<file path="src/rtl/eag_pkg.sv">
// Package: shared opcode values, address-kind tag and decode control
// record for the effective address generator.
// Assumes 16-bit instruction words with the opcode in the top 4 bits.
package eag_pkg;

    localparam int EA_AW    = 16;
    localparam int EA_OPC_W = 4;

    localparam logic [EA_OPC_W-1:0] OPC_BR  = 4'b0000;
    localparam logic [EA_OPC_W-1:0] OPC_LD  = 4'b0010;
    localparam logic [EA_OPC_W-1:0] OPC_ST  = 4'b0011;
    localparam logic [EA_OPC_W-1:0] OPC_LDR = 4'b0110;
    localparam logic [EA_OPC_W-1:0] OPC_STR = 4'b0111;
    localparam logic [EA_OPC_W-1:0] OPC_LDI = 4'b1010;
    localparam logic [EA_OPC_W-1:0] OPC_STI = 4'b1011;
    localparam logic [EA_OPC_W-1:0] OPC_JMP = 4'b1100;
    localparam logic [EA_OPC_W-1:0] OPC_LEA = 4'b1110;

    // Address kind reported on mode_o
    typedef enum logic [2:0] {
        EA_NONE      = 3'd0,
        EA_PCREL     = 3'd1,
        EA_BASEOFF   = 3'd2,
        EA_REGJMP    = 3'd3,
        EA_IND_PTR   = 3'd4,
        EA_IND_FINAL = 3'd5
    } ea_mode_e;

    // Which operand pair forms the address
    typedef enum logic [1:0] {
        SRC_ZERO  = 2'd0,
        SRC_PCOFF = 2'd1,
        SRC_BOFF  = 2'd2,
        SRC_BASE  = 2'd3
    } ea_src_e;

    typedef struct packed {
        ea_src_e src;
        logic    indirect;
    } ea_ctl_t;

endpackage

</file>
<file path="src/rtl/eag_decode.sv">
// Module: eag_decode
// Maps the opcode field of the instruction to an address source and an
// indirect flag. A register jump is only accepted when its reserved
// fields are zero; otherwise the word yields no address.
// Assumes the opcode occupies the top OPC_W bits of the instruction.
module eag_decode
    import eag_pkg::*;
#(
    parameter int AW      = 16,
    parameter int OPC_W   = 4,
    parameter int PCOFF_W = 9,
    parameter int BOFF_W  = 6
) (
    input  logic [AW-1:0] ir,
    output ea_ctl_t       ctl
);

    localparam int OPC_LSB  = AW - OPC_W;
    localparam int BREG_LSB = BOFF_W;
    localparam int BREG_W   = PCOFF_W - BOFF_W;
    localparam int DR_LSB   = PCOFF_W;
    localparam int DR_W     = OPC_LSB - PCOFF_W;

    logic [OPC_W-1:0] opc;
    logic             jmp_ok;

    assign opc    = ir[OPC_LSB +: OPC_W];
    assign jmp_ok = (ir[DR_LSB +: DR_W] == '0) && (ir[0 +: BOFF_W] == '0);

    // Purpose: choose the address source from the opcode
    always_comb begin
        ctl.src      = SRC_ZERO;
        ctl.indirect = 1'b0;
        unique case (opc)
            OPC_BR, OPC_LD, OPC_ST, OPC_LEA: ctl.src = SRC_PCOFF;
            OPC_LDI, OPC_STI: begin
                ctl.src      = SRC_PCOFF;
                ctl.indirect = 1'b1;
            end
            OPC_LDR, OPC_STR: ctl.src = SRC_BOFF;
            OPC_JMP:          ctl.src = jmp_ok ? SRC_BASE : SRC_ZERO;
            default:          ctl.src = SRC_ZERO;
        endcase
    end

    logic unused_breg;
    assign unused_breg = ^ir[BREG_LSB +: BREG_W];

endmodule

</file>
<file path="src/rtl/eag_offset_add.sv">
// Module: eag_offset_add
// Sign-extends an OFF_W-bit offset to AW bits and adds it to a base.
// The sum is truncated to AW bits, so it wraps modulo 2^AW.
module eag_offset_add #(
    parameter int AW    = 16,
    parameter int OFF_W = 9
) (
    input  logic [AW-1:0]    base,
    input  logic [OFF_W-1:0] off,
    output logic [AW-1:0]    sum
);

    localparam int EXT_W = AW - OFF_W;

    logic [AW-1:0] off_ext;

    generate
        if (EXT_W > 0) begin : g_ext
            assign off_ext = {{EXT_W{off[OFF_W-1]}}, off};
        end else begin : g_noext
            assign off_ext = off[AW-1:0];
        end
    endgenerate

    // Purpose: modular add of base and extended offset
    assign sum = base + off_ext;

endmodule

</file>
<file path="src/rtl/eag_ptr_reg.sv">
// Module: eag_ptr_reg
// Holds the pointer word read for an indirect instruction, together with
// the instruction word that captured it and a valid bit. It loads only
// when load_en is high and otherwise keeps all its state.
// Assumes reset is synchronous and active low.
module eag_ptr_reg #(
    parameter int AW = 16
) (
    input  logic          clk,
    input  logic          rst_n,
    input  logic          load_en,
    input  logic [AW-1:0] rdata,
    input  logic [AW-1:0] ir,
    output logic [AW-1:0] ptr_word,
    output logic [AW-1:0] ptr_ir,
    output logic          ptr_valid
);

    // Purpose: capture pointer and owning instruction on strobe
    always_ff @(posedge clk) begin
        if (!rst_n) begin
            ptr_word  <= '0;
            ptr_ir    <= '0;
            ptr_valid <= 1'b0;
        end else if (load_en) begin
            ptr_word  <= rdata;
            ptr_ir    <= ir;
            ptr_valid <= 1'b1;
        end
    end

endmodule

</file>
<file path="src/rtl/eff_addr_gen.sv">
// Module: eff_addr_gen (top)
// Forms the effective address for PC-relative, base-plus-offset,
// register-jump and two-step indirect instructions, and reports the kind
// of address on mode_o. Address outputs are combinational from the
// inputs and from the pointer register.
// Assumes pc_i is already incremented and base_i is the register chosen
// by the instruction's base field.
module eff_addr_gen
    import eag_pkg::*;
#(
    parameter int AW      = EA_AW,
    parameter int OPC_W   = EA_OPC_W,
    parameter int PCOFF_W = 9,
    parameter int BOFF_W  = 6,
    parameter int MODE_W  = 3
) (
    input  logic              clk,
    input  logic              rst_n,
    input  logic [AW-1:0]     ir_i,
    input  logic [AW-1:0]     pc_i,
    input  logic [AW-1:0]     base_i,
    input  logic [AW-1:0]     rdata_i,
    input  logic              capture_i,
    output logic [AW-1:0]     addr_o,
    output logic [MODE_W-1:0] mode_o
);

    ea_ctl_t       ctl;
    logic [AW-1:0] pc_sum;
    logic [AW-1:0] base_sum;
    logic [AW-1:0] ptr_word;
    logic [AW-1:0] ptr_ir;
    logic          ptr_valid;
    logic          ptr_hit;
    ea_mode_e      mode_d;

    eag_decode #(
        .AW      (AW),
        .OPC_W   (OPC_W),
        .PCOFF_W (PCOFF_W),
        .BOFF_W  (BOFF_W)
    ) u_dec (
        .ir  (ir_i),
        .ctl (ctl)
    );

    eag_offset_add #(.AW(AW), .OFF_W(PCOFF_W)) u_pc_add (
        .base (pc_i),
        .off  (ir_i[PCOFF_W-1:0]),
        .sum  (pc_sum)
    );

    eag_offset_add #(.AW(AW), .OFF_W(BOFF_W)) u_base_add (
        .base (base_i),
        .off  (ir_i[BOFF_W-1:0]),
        .sum  (base_sum)
    );

    eag_ptr_reg #(.AW(AW)) u_ptr (
        .clk       (clk),
        .rst_n     (rst_n),
        .load_en   (capture_i & ctl.indirect),
        .rdata     (rdata_i),
        .ir        (ir_i),
        .ptr_word  (ptr_word),
        .ptr_ir    (ptr_ir),
        .ptr_valid (ptr_valid)
    );

    // Purpose: pointer applies only to the instruction that captured it
    assign ptr_hit = ptr_valid & ctl.indirect & (ptr_ir == ir_i);

    // Purpose: select the final address and its kind tag
    always_comb begin
        addr_o = '0;
        mode_d = EA_NONE;
        unique case (ctl.src)
            SRC_PCOFF: begin
                if (ptr_hit) begin
                    addr_o = ptr_word;
                    mode_d = EA_IND_FINAL;
                end else begin
                    addr_o = pc_sum;
                    mode_d = ctl.indirect ? EA_IND_PTR : EA_PCREL;
                end
            end
            SRC_BOFF: begin
                addr_o = base_sum;
                mode_d = EA_BASEOFF;
            end
            SRC_BASE: begin
                addr_o = base_i;
                mode_d = EA_REGJMP;
            end
            default: begin
                addr_o = '0;
                mode_d = EA_NONE;
            end
        endcase
    end

    assign mode_o = MODE_W'(mode_d);

endmodule

</file>
<file path="config.mk">
export PLATFORM = sky130hd
export DESIGN_NAME = eff_addr_gen
export DESIGN_NICKNAME = d
export VERILOG_FILES = /design/src/rtl/eag_pkg.sv /design/src/rtl/eag_decode.sv /design/src/rtl/eag_offset_add.sv /design/src/rtl/eag_ptr_reg.sv /design/src/rtl/eff_addr_gen.sv
export SDC_FILE = /design/constraint.sdc
export NUM_CORES = 1
export LEC_CHECK = 0
export BUFFER_PORTS_ARGS = -buffer_cell sky130_fd_sc_hd__buf_4
export CORE_ASPECT_RATIO = 0.7
export CORE_MARGIN = 1
export CORE_UTILIZATION = 59
export DETAILED_ROUTE_END_ITERATION = 12
export GPL_ROUTABILITY_DRIVEN = 0
export PLACE_DENSITY = 0.88
export SYNTH_ARGS = -nofsm -noshare
export SYNTH_HDL_FRONTEND = slang
export SYNTH_SLANG_ARGS = --single-unit
</file>
<file path="constraint.sdc">
create_clock -name clk -period 5.25 [get_ports clk]
set_clock_uncertainty 0.05 [all_clocks]
set_input_delay 0.2625 -clock clk [delete_from_list [all_inputs] [get_ports clk]]
set_output_delay 0.2625 -clock clk [all_outputs]
set_load 0.01 [all_outputs]
</file>
==> results of run 1 <==
-- worst min-delay path by stage --
stage	start	to	slack, ns	cells past startpoint
floorplan	rdata_i[2]	u_ptr.ptr_word[2]$_SDFFE_PN0P_	0.35	2
global placement	u_ptr.ptr_valid$_SDFFE_PN0P_	u_ptr.ptr_valid$_SDFFE_PN0P_	0.40	1
detailed placement	u_ptr.ptr_valid$_SDFFE_PN0P_	u_ptr.ptr_valid$_SDFFE_PN0P_	0.41	1
CTS	rdata_i[2]	u_ptr.ptr_word[2]$_SDFFE_PN0P_	0.16	3
global route	rdata_i[2]	u_ptr.ptr_word[2]$_SDFFE_PN0P_	0.16	3
finish	rdata_i[2]	u_ptr.ptr_word[2]$_SDFFE_PN0P_	0.16	3
-- flip-flops by register name, summed over array words and instances (netlist names) --
signal / cells
u_ptr.ptr_word: 16
u_ptr.ptr_ir: 16
u_ptr.ptr_valid: 1
-- critical path, stage by stage (launching register included) --
cell	delay, ns
dfxtp_1	0.33
xor2_1	0.16
nor4_1	0.31
nand3_1	0.22
nor2_2	0.66
inv_1	0.22
mux2i_1	0.28
o221ai_1	0.16
buf_4	0.20
-- Yosys cell counts (3+ instances only) --
library cell / count / area [µm²]
o21ai_1: 8 / 40.0
nand3_1: 16 / 80.1
a21o_1: 9 / 67.6
mux2i_1: 3 / 30.0
a21oi_1: 27 / 135
buf_2: 3 / 15.0
a211oi_1: 9 / 67.6
inv_1: 7 / 26.3
nor2_1: 24 / 90.1
dfxtp_1: 33 / 661
o21ai_0: 23 / 115
o21a_1: 9 / 67.6
nand2b_1: 7 / 43.8
clkbuf_1: 13 / 48.8
a21boi_0: 15 / 113
nor4_1: 9 / 56.3
xnor2_1: 12 / 105
nand3b_1: 3 / 22.5
nand2_1: 82 / 308
a22oi_1: 6 / 45.0
ha_1: 30 / 375
nor3_1: 9 / 45.0
a21boi_1: 15 / 113
and2_1: 3 / 18.8
o221ai_1: 4 / 35.0
and3_1: 5 / 31.3
xor2_1: 24 / 210
a31oi_1: 3 / 18.8
-- metal layers --
layer  routed length, µm  vias up
met2                4160      257
met3                1410       22
met5                   0        -
li1                    -     1794
met1                4390     1709
met4                 165        0
-- cell usage in the layout, fill, tap and decap left out, types with 7 or more instances in the layout --
cell type	Yosys	final
buf_4	1	85
nor3_1	9	9
xor2_1	24	24
a21o_1	9	9
nand3_1	16	16
a211oi_1	9	9
a21boi_1	15	15
nand2_1	82	82
nand2b_1	7	7
ha_1	30	30
a21oi_1	27	27
xnor2_1	12	12
a21boi_0	15	15
o21ai_0	23	23
inv_1	7	7
nor4_1	9	9
o21a_1	9	9
o21ai_1	8	8
nor2_1	24	24
dfxtp_1	33	33
-- metrics by stage --
stage	cell area, µm²	worst slack, ns	utilization
floorplan	3370	2.67	-
global placement	4020	2.38	0.749
detailed placement	4020	2.35	0.749
CTS	4120	2.15	0.767
global route	4120	1.86	0.767
finish	4120	2.09	0.767
-- cell families (layout without fill, tap and decap cells) --
logic type,count (synthesis),count (layout)
AND/OR/NAND/NOR,170,170
XOR/XNOR,36,36
buffers and inverters,26,101
adder cells (fa/ha/maj),32,32
flip-flops,33,33
AO/OA/AOI/OAI,151,151
multiplexers,3,3
-- area by class of cell --
cell class	instances	share of cell area
tap	72	0.0219
multi-input combinational	392	0.632
clock inverter	2	0.00334
clock buffer	6	0.0200
inverter	8	0.00729
timing repair buffer	85	0.155
sequential	33	0.160
-- power groups by stage --
stage | logic, mW | registers [mW] | clock network [mW]
finish | 0.360 | 0.260 | 0.211
global route | 0.388 | 0.260 | 0.227
CTS | 0.350 | 0.260 | 0.212
detailed placement | 0.348 | 0.265 | 0
global placement | 0.341 | 0.265 | 0
floorplan | 0.218 | 0.264 | 0
==> results by group, run 1 <==
Run status
  • Status: completed

Clock tree
  • CTS tree: done
  • Postcts setup bufs: 0
  • Max H-tree Level: 2
  • Max clock buf depth: 2
  • Post_cts resized: 0
  • Worst-skew pair later-pin latency: 0.29 ns
  • Root Buffer Master: clkbuf_8
  • CTS buffer count: 5
  • CTS Hold Bufs: 0
  • Clk sinks: 33
  • Clock transition at path regs: 0.08 ns

Worst setup path
  • CP Class: flip-flop to primary output
  • FF-to-FF path depth: 2
  • Reg2reg start: u_ptr.ptr_word[14]$_SDFFE_PN0P_
  • Worst reg-to-reg setup slack: 4.48 ns
  • Critical Path AT: 2.85 ns
  • Worst setup endpoint: addr_o[7]
  • Endpoint type of the worst setup path: primary output
  • Reg-to-reg endpoint: u_ptr.ptr_word[14]$_SDFFE_PN0P_
  • Startpoint Class: flip-flop
  • Worst-path maximum fanout: 22
  • Critical Path Start: u_ptr.ptr_ir[9]$_SDFFE_PN0P_
  • CP required: 4.94 ns

Synth
  • Seq/Total Area, Yosys: 0.196
  • Post-Synth XOR/XNOR Area: 0.0935
  • Main synth FF type: dfxtp_1
  • Yosys warning count: 0
  • Adder-cell share of the synthesized area: 0.123
  • Unique cell type count in the Yosys netlist: 59
  • Post-Syn Instances: 451
  • Yosys reg bits: 33
  • Post-synthesis mux area share: 0.00891
  • Compound-Gate Fraction of Synth Area: 0.310
  • Main combinational cell family by area after synthesis: compound AO/OA/AOI/OAI gates
  • Post-Syn Area per Cell: 7.47 µm²
  • Simple-Gate Fraction of Synth Area: 0.237
  • EDFF count, synth: 0
  • Synth Net Count: 550
  • Post-Synthesis Cell Area: 0.00337 mm²
  • Post-synth ARST share: 0

Detailed routing
  • 1st-pass router iterations: 5
  • Vias per cell: 6.32
  • Routed WL: 10100 µm
  • DRT iter0 DRCs: 444
  • DRC violations left: 0
  • Vias: 3782
  • Routed Antenna Nets: 0
  • WL/cell: 16.9 µm

Timing
  • Max-slew headroom: 0.269
  • Unrepaired setup endpoints after global routing: false
  • Slew Viols, Final: 0
  • Finish-stage setup viols: 0
  • Fmax: 316 MHz
  • Final hold viol count: 0
  • Slew @ Worst Pin: 1.10 ns
  • Sum Neg Setup Slack: 0 ns
  • Min cycle time layout: 3.16 ns
  • Min Hold Slack: 0.160 ns
  • Final worst path period share: 0.602

Finish
  • Fillers: 398
  • Ant diodes: 0
  • Area grow syn2layout: 22.2%
  • Multi-input logic area: 0.00260 mm²
  • Register area: 661 µm²
  • Nets: 624
  • Layout cells sized above 1: 0.200
  • Finished Layout Cells: 598

Power
  • Combinational Power Share: 0.433
  • Peak supply drop: 150 µV
  • Pwr Density: 202 mW/mm²
  • Switching pwr: 304 µW
  • Internal: 526 µW
  • Flop pwr share: 0.313
  • Clk pwr share: 0.254
  • Lkg Pwr: 1.75 nW
  • Sw Ratio: 0.366
  • Final Power: 830 µW

Global route
  • Met1 Track Usage GR: 0.482
  • Largest net degree at the start of global routing: 34
  • M2 GR Usage: 0.511
  • Met3 Track Usage GR: 0.0938
  • Tot GR Track Use: 0.341
  • Antenna violations before repair: 0
  • First-pass GRT wire length: 16000 µm
  • Remaining global-route overflow: 0
  • Busiest grt layer: met2
  • Vias in the first global route: 3258

Worst hold path
  • Hold Path Class: primary input to flip-flop

Placed design
  • Dpl cells: 590
  • Port Buffers: 85
  • Hpwl dp: 7810 µm

Floorplan
  • Site Rows: 22
  • Die Y: 65.2 µm
  • CORE AREA: 0.00537 mm²
  • I/O pin count: 86
  • Die X: 92.3 µm
  • Initial Util: 0.628
  • Die area: 0.00602 mm²

Run
  • Maxcap violations: 0
Power figures use the tool's default switching activity.
==> inputs of run 2 (changes only) <==
--- a/config.mk
+++ b/config.mk
@@ -8,10 +8,10 @@
 export BUFFER_PORTS_ARGS = -buffer_cell sky130_fd_sc_hd__buf_4
 export CORE_ASPECT_RATIO = 0.7
 export CORE_MARGIN = 1
-export CORE_UTILIZATION = 59
+export CORE_UTILIZATION = 54
 export DETAILED_ROUTE_END_ITERATION = 12
 export GPL_ROUTABILITY_DRIVEN = 0
-export PLACE_DENSITY = 0.88
+export PLACE_DENSITY = 0.81
 export SYNTH_ARGS = -nofsm -noshare
 export SYNTH_HDL_FRONTEND = slang
 export SYNTH_SLANG_ARGS = --single-unit
==> constraint.sdc (replaced) <==
create_clock -name clk -period 3.2 [get_ports clk]
set_clock_uncertainty 0.05 [all_clocks]
set_input_delay 0.16 -clock clk [delete_from_list [all_inputs] [get_ports clk]]
set_output_delay 0.16 -clock clk [all_outputs]
set_load 0.01 [all_outputs]
==> run 2 against run 1 <==
  * Via count fell by 2.3%
  * Core utilization shrank 5.7 points
  * Clock power increased by 98%
  * Sequential share of layout area shrank 0.19 points
  * Critical path depth increased by 3
  * Die area is 9.0% higher
  * Cell count grew 1.0%
  * Sequential cell count stayed put
  * Combinational power is 66% higher
  * Setup slack lost 1.6 ns
  * Sequential power increased by 64%
  * Hold slack lost 0.091 ns
  * Critical endpoint is now addr_o[14]
  * Largest cell class unchanged
  * Largest power group unchanged
==> results by group, run 2 (synthesis gave the netlist of run 1 again) <==
Run status
  • Status: completed

Floorplan
  • Die area: 0.00657 mm²
  • Initial Util: 0.574
  • I/O pin count: 86
  • CORE AREA: 0.00587 mm²
  • Die Y: 68.1 µm
  • Site Rows: 23
  • Die X: 96.4 µm

Detailed routing
  • 1st-pass router iterations: 5
  • DRC violations left: 0
  • Vias: 3694
  • Vias per cell: 6.12
  • WL/cell: 16.9 µm
  • Routed Antenna Nets: 0
  • Routed WL: 10200 µm
  • DRT iter0 DRCs: 318

Finish
  • Nets: 627
  • Final instance area: 0.00417 mm²
  • Ant diodes: 0
  • Finished Core Util: 0.710
  • Commonest cells after routing, fill and taps aside: 88 x buf_4, 82 x nand2_1, 33 x dfxtp_1, 30 x ha_1, 27 x a21oi_1
  • Leading cell type in the layout, fill and taps excluded: buf_4
  • Top Registers: u_ptr.ptr_ir (16), u_ptr.ptr_word (16), u_ptr.ptr_valid (1)
  • Fillers: 484
  • Layout cells sized above 1: 0.204
  • Area grow syn2layout: 23.7%
  • Finished Layout Cells: 604

Worst setup path
  • Startpoint Class: primary input
  • CP Class: primary input to primary output
  • Critical Path AT: 2.50 ns
  • Worst-path maximum fanout: 5
  • Endpoint type of the worst setup path: primary output
  • CP required: 2.99 ns
  • Worst reg-to-reg setup slack: 2.44 ns

Timing
  • Fmax: 369 MHz
  • Slew Viols, Final: 0
  • Unrepaired setup endpoints after global routing: false
  • Finish-stage setup viols: 0
  • Final worst path period share: 0.848
  • Slew @ Worst Pin: 0.981 ns
  • Max-slew headroom: 0.345
  • Min cycle time layout: 2.71 ns
  • Sum Neg Setup Slack: 0 ns
  • Final hold viol count: 0

Power
  • Pwr Density: 345 mW/mm²
  • Lkg Pwr: 1.78 nW
  • Peak supply drop: 279 µV
  • Final Power: 1.44 mW

Clock tree
  • Worst-skew pair later-pin latency: 0.28 ns
  • CTS tree: done
  • Root Buffer Master: clkbuf_8
  • CTS buffer count: 5
  • Post_cts resized: 0
  • Max clock buf depth: 2
  • Clock transition at path regs: 0.07 ns
  • Max H-tree Level: 2
  • Postcts setup bufs: 0
  • Clk sinks: 33
  • CTS Hold Bufs: 0

Global route
  • Tot GR Track Use: 0.319
  • First-pass GRT wire length: 15800 µm
  • Antenna violations before repair: 0
  • Vias in the first global route: 3260
  • Largest net degree at the start of global routing: 34
  • Remaining global-route overflow: 0

Placed design
  • Hpwl dp: 8060 µm
  • Dpl cells: 596
  • Post-place instance area: 0.00405 mm²
  • Port Buffers: 85

Worst hold path
  • Hold Path Class: primary input to flip-flop

Run
  • Maxcap violations: 0
run 2: cell types whose count changed in the layout (fill, tap and decap cells not counted):
| cell | before | now |
|---|---|---|
| buf_4 | 85 | 88 |
| bufinv_16 | 0 | 1 |
| clkinv_4 | 1 | 0 |
| clkinv_2 | 1 | 0 |
| clkinvlp_4 | 0 | 1 |
run 2: metal layers:
metal,part of all wire,vias up,track usage,wire [µm]
met5,0,-,0,0
met4,0.013,0,0.0662,133
met3,0.11,19,0.0778,1120
met2,0.42,195,0.487,4270
met1,0.46,1674,0.456,4690
li1,-,1806,-,-
run 2: power breakdown:
group | total [mW] | switching [mW] | leakage [nW] | internal (mW)
sequential | 0.426 | 0.00617 | 0.267 | 0.419
combinational | 0.596 | 0.325 | 1.45 | 0.271
clock | 0.417 | 0.164 | 0.0574 | 0.253
total | 1.44 | 0.495 | 1.78 | 0.944
run 2: path summary, 6_finish.rpt:
path	startpoint	to	cells after the start
worst max-delay path	ir_i[0]	addr_o[14]	11
worst min-delay path	rdata_i[10]	u_ptr.ptr_word[10]$_SDFFE_PN0P_	3
worst max register to register	u_ptr.ptr_word[14]$_SDFFE_PN0P_	u_ptr.ptr_word[14]$_SDFFE_PN0P_	2
worst min register to register	u_ptr.ptr_word[7]$_SDFFE_PN0P_	u_ptr.ptr_word[7]$_SDFFE_PN0P_	2
run 2: critical path, cell delays in order:
cell      delay (ns)
buf_4           0.14
ha_1            0.24
fa_1            0.44
a211oi_1        0.24
nor2_1          0.14
o41ai_4         0.33
nor4_1          0.10
a211oi_1        0.26
xor2_1          0.10
o31ai_1         0.20
buf_4           0.16
run 2: per-stage QoR:
step	setup WS, ns	hold WS [ns]
after floorplan	0.823	0.245
after detailed placement	0.510	0.369
after CTS	0.497	0.0676
final	0.487	0.0694
after global placement	0.539	0.357
after global routing	0.244	0.0834
run 2: layout make-up:
type                            instances  area [µm²]  area share
Sequential cell                        33         661       0.158
Clock inverter                          2        37.5     0.00900
Inverter                                8        30.0     0.00720
Tap cell                               75        93.8      0.0225
Timing Repair Buffer                   88         661       0.158
Clock buffer                            6        82.6      0.0198
Multi-Input combinational cell        392        2600       0.625
